[src/rtl/flash_tick_divider.sv]
module flash_tick_divider #(
  parameter int DIV_W     = 6,
  parameter int PRE_RATIO = 8
) (
  input  logic             clk,
  input  logic             rst_n,
  input  logic             wr_en,
  input  logic [DIV_W+1:0] wr_data,
  output logic [DIV_W+1:0] rd_data,
  output logic             tick,
  output logic             pe_enable
);
  localparam int PRE_W = (PRE_RATIO > 1) ? $clog2(PRE_RATIO) : 1;
  localparam logic [PRE_W-1:0] PRE_LAST = PRE_W'(PRE_RATIO - 1);

  logic             loaded;
  logic             pre_sel;
  logic [DIV_W-1:0] div_val;
  logic [DIV_W-1:0] div_cnt;
  logic [PRE_W-1:0] pre_cnt;
  logic             pre_tick;
  logic             at_term;

  always_ff @(posedge clk) begin
    if (!rst_n) begin
      loaded  <= 1'b0;
      pre_sel <= 1'b0;
      div_val <= '0;
    end else if (wr_en) begin
      loaded  <= 1'b1;
      pre_sel <= wr_data[DIV_W];
      div_val <= wr_data[DIV_W-1:0];
    end
  end

  assign pre_tick = !pre_sel || (pre_cnt == PRE_LAST);
  assign at_term  = (div_cnt == div_val);

  always_ff @(posedge clk) begin
    if (!rst_n || wr_en) begin
      pre_cnt <= '0;
      div_cnt <= '0;
    end else begin
      if (pre_sel)
        pre_cnt <= (pre_cnt == PRE_LAST) ? '0 : pre_cnt + PRE_W'(1);
      if (pre_tick)
        div_cnt <= at_term ? '0 : div_cnt + DIV_W'(1);
    end
  end

  assign tick      = pre_tick && at_term;
  assign pe_enable = loaded;
  assign rd_data   = {loaded, pre_sel, div_val};

  a_r3_flag_sticky: assert property (@(posedge clk) disable iff (!rst_n)
    pe_enable |=> pe_enable);
  a_r3_set_any_data: assert property (@(posedge clk) disable iff (!rst_n)
    (wr_en && !wr_data[DIV_W+1]) |=> rd_data[DIV_W+1]);
  a_r2_hold_no_write: assert property (@(posedge clk) disable iff (!rst_n)
    !wr_en |=> $stable(rd_data));
  a_r7_write_restart: assert property (@(posedge clk) disable iff (!rst_n)
    wr_en |=> (div_cnt == '0 && pre_cnt == '0));
  a_r5_wrap_after_tick: assert property (@(posedge clk) disable iff (!rst_n)
    (tick && !wr_en) |=> (div_cnt == '0));
  a_r5_cnt_bound: assert property (@(posedge clk) disable iff (!rst_n)
    div_cnt <= div_val);
  a_r6_pre_idle: assert property (@(posedge clk) disable iff (!rst_n)
    !pre_sel |-> (pre_cnt == '0));
endmodule

[config.mk]
export PLATFORM = sky130hd
export DESIGN_NAME = flash_tick_divider
export DESIGN_NICKNAME = d
export VERILOG_FILES = /design/src/rtl/flash_tick_divider.sv
export SDC_FILE = /design/constraint.sdc
export NUM_CORES = 1
export LEC_CHECK = 0
export BUFFER_PORTS_ARGS = -buffer_cell sky130_fd_sc_hd__buf_4
export CAP_MARGIN = 20
export CORE_MARGIN = 2
export CORE_UTILIZATION = 40
export CTS_CLUSTER_DIAMETER = 150
export DETAILED_ROUTE_END_ITERATION = 7
export PLACE_DENSITY = 0.63
export SLEW_MARGIN = 20
export SYNTH_ARGS = -nofsm -noshare
export SYNTH_HDL_FRONTEND = slang
export SYNTH_SLANG_ARGS = --single-unit
[constraint.sdc]
create_clock -name clk -period 1.7 [get_ports clk]
set_input_delay 0.255 -clock clk [delete_from_list [all_inputs] [get_ports clk]]
set_output_delay 0.255 -clock clk [all_outputs]
set_load 0.02 [all_outputs]
==> metrics.cfg <==
[outcome]
status = finished clean

[die]
die_x_um = 50.0
ioPinCount = 21
initial_core_util_pct = 42.7
dieArea_um2 = 2500
num_rows = 16
die_h_um = 50.0
core_area_um2 = 1980

[clocking]
clock_tree.buffer_depth = 2
numCtsBuffers = 3
clkSinkCount = 17
cts_root_buffer = clkbuf_4
insertion_delay_ns = 0.28
cts_tree = done
htreeDepth = 1
clkTransAtPathRegs_ns = 0.10

[sta]
max-slew-margin-rel_pct = 73.4
final.min_clock_period_ns = 1.70
fin_ws_ns = 0.00332
period_share_pct = 99.8
skew_ns = 0.00249
hold_slack_ns = 0.223
finalHoldViolCount = 0
tns_ns = 0
rsz0062_at_grt = yes
tightest_slew_ns = 0.398
setup-violations-final = 0
fmax_ghz = 0.589
drv_slew = 0

[grt]
grt_usage_pct = 14.6
grt_pass1_vias = 645
antenna_found_initial = 0
grt_pass1_wl_mm = 2.79
overflow = 0
grt_max_degree = 11

[critical_path]
cp_slowest_cell = dfxtp_2
cpPeakStageDelay_ns = 0.35
cp.required_ns = 1.44
cp-start-kind = flop
cp.arrival_ns = 1.44
path_common_cell = ha_4
r2r_cells = 6
path_class = flop to primary output
critPathCaptureType = primary output
worstPathMaxFanout = 2
crit_chain = ha_4, ha_4, nor2b_4, nor4_4, and2_4, buf_6

[placement]
pre_cts_slack_ns = 0.0345
io_buffers = 19
place_congestion = 0.816
place_hpwl_mm = 1.20
dp.cells = 124
dpl-instance-area_um2 = 1010

[final_layout]
drive_gt1_share_pct = 38.8
final_net_count = 118
fin_util_pct = 54.9
final_area_um2 = 1090
stdcell_count = 130
num-fill-cells = 187
syn_to_final_growth_pct = 28.7
diodes = 0

[yosys]
yosys.area.top_type = dfxtp_1
synthCells = 80
ys.flop_type = dfxtp_1
synth_top_area_share_pct = 40.2
syn_nets = 94
synthTopCellsByCount = 17 x dfxtp_1, 8 x mux2i_1, 7 x nor2b_1
yosys_warnings = 0
synthArstFlopShare_pct = 0
synth_cell_types = 31
synth.top_cells.by_area = dfxtp_1 40%, mux2i_1 9.5%, xor2_1 6.2%
ys_seq_area_share_pct = 40.2
avgSynthCellArea_um2 = 10.6
synth_seq_cells = 17
synth_edf_count = 0
synthesis.area_um2 = 846
yosysMostFrequentCell = dfxtp_1

[routing]
drt_first_pass_iters = 4
dr_total_vias = 643
post-route-drc-count = 0
vias_per_cell = 4.95
postRouteWirelength_mm = 1.62
drtIter0Drc = 3
wl_per_cell_um = 12.4
ant_nets = 0

[hold_path]
hold_class = input port to flop
min_path_cells = 3

[power_and_ir_drop]
power_density_nw_per_um2 = 746
total_power_uw = 812
p_leak_nw = 0.458
peakVddDrop_uv = 520

[job]
cap_viol_max_count = 0

[per-layer routing]
metal  share of wire, %  track usage [%]  routed length (um)
met1                 45             18.0                 719
met4                1.2             8.33                  19
met2                 50             24.3                 809
met3                4.1             1.82                  66
met5                  0                0                   0
[critical path: cells and delay by family, from the launching register on]
kind,cells,cell delay (ns)
adders and majority gates,2,0.32
buffers and inverters,1,0.12
DFF,1,0.35
and+or+nand+nor,3,0.36
[logic make-up after synthesis]
kind of cell | count (synthesis) | synth area share (%)
flip-flops | 17 | 40.2
XOR/XNOR | 7 | 7.25
adder cells (fa/ha/maj) | 3 | 4.44
AND/OR/NAND/NOR | 26 | 20.9
multiplexers | 9 | 10.8
buffers and inverters | 6 | 4.44
AO/OA/AOI/OAI | 12 | 12.0
[cells in the final DEF (no fill, tap or decap), types with 2 or more instances in the layout]
cell type  synthesis  layout
a221oi_1           3       3
mux2i_1            8       8
a221oi_2           2       2
nand2b_1           2       2
nand2_1            4       4
o21ai_0            2       2
o31ai_1            2       2
nor2b_1            7       7
dfxtp_2            0       3
clkbuf_4           0       3
dfxtp_1           17      14
buf_4              2      23
nor2_1             2       2
or3_1              2       2
ha_4               0       2
xor2_1             6       6
[power by group]
part | total, mW | switching [mW] | leakage (nW) | internal, mW
sequential | 0.429 | 0.0152 | 0.140 | 0.414
clock | 0.212 | 0.124 | 0.0177 | 0.0873
combinational | 0.171 | 0.0835 | 0.300 | 0.0877
total | 0.812 | 0.223 | 0.458 | 0.589
[flip-flops by register name, indices dropped and copies added, names as in the netlist]
name       flops
div_val        6
pre_sel        1
pre_cnt        3
div_cnt        6
pe_enable      1
[what timing repair did]
action / 4_1_cts / 5_1_grt
endpoints found under the hold margin: 0 / 0
hold buffers: 0 / 0
pin swaps: 1 / 1
gates resized for setup: 8 / 1
setup endpoints to repair: 2 / 3
buffers inserted: 1 / 1
[final cells by class]
class / count / area, um2 / share of cell area (%)
repair buffers: 24 / 184 / 16.9
clock inverters: 1 / 5.00 / 0.460
inverters: 1 / 3.75 / 0.345
flip-flops and latches: 17 / 344 / 31.6
clock buffers: 3 / 22.5 / 2.07
well taps: 27 / 33.8 / 3.10
multi-input cells: 57 / 495 / 45.5
[path summary, 6_finish.rpt]
kind / to / slack (ns) / from
min: div_val[5] / 0.22 / wr_data[5]
min reg2reg: pe_enable / 0.50 / pe_enable
max: tick / 0.003 / pre_cnt[1]
max reg2reg: div_cnt[5] / 0.03 / pre_cnt[1]
No activity file was read; power rests on OpenSTA's default activity.
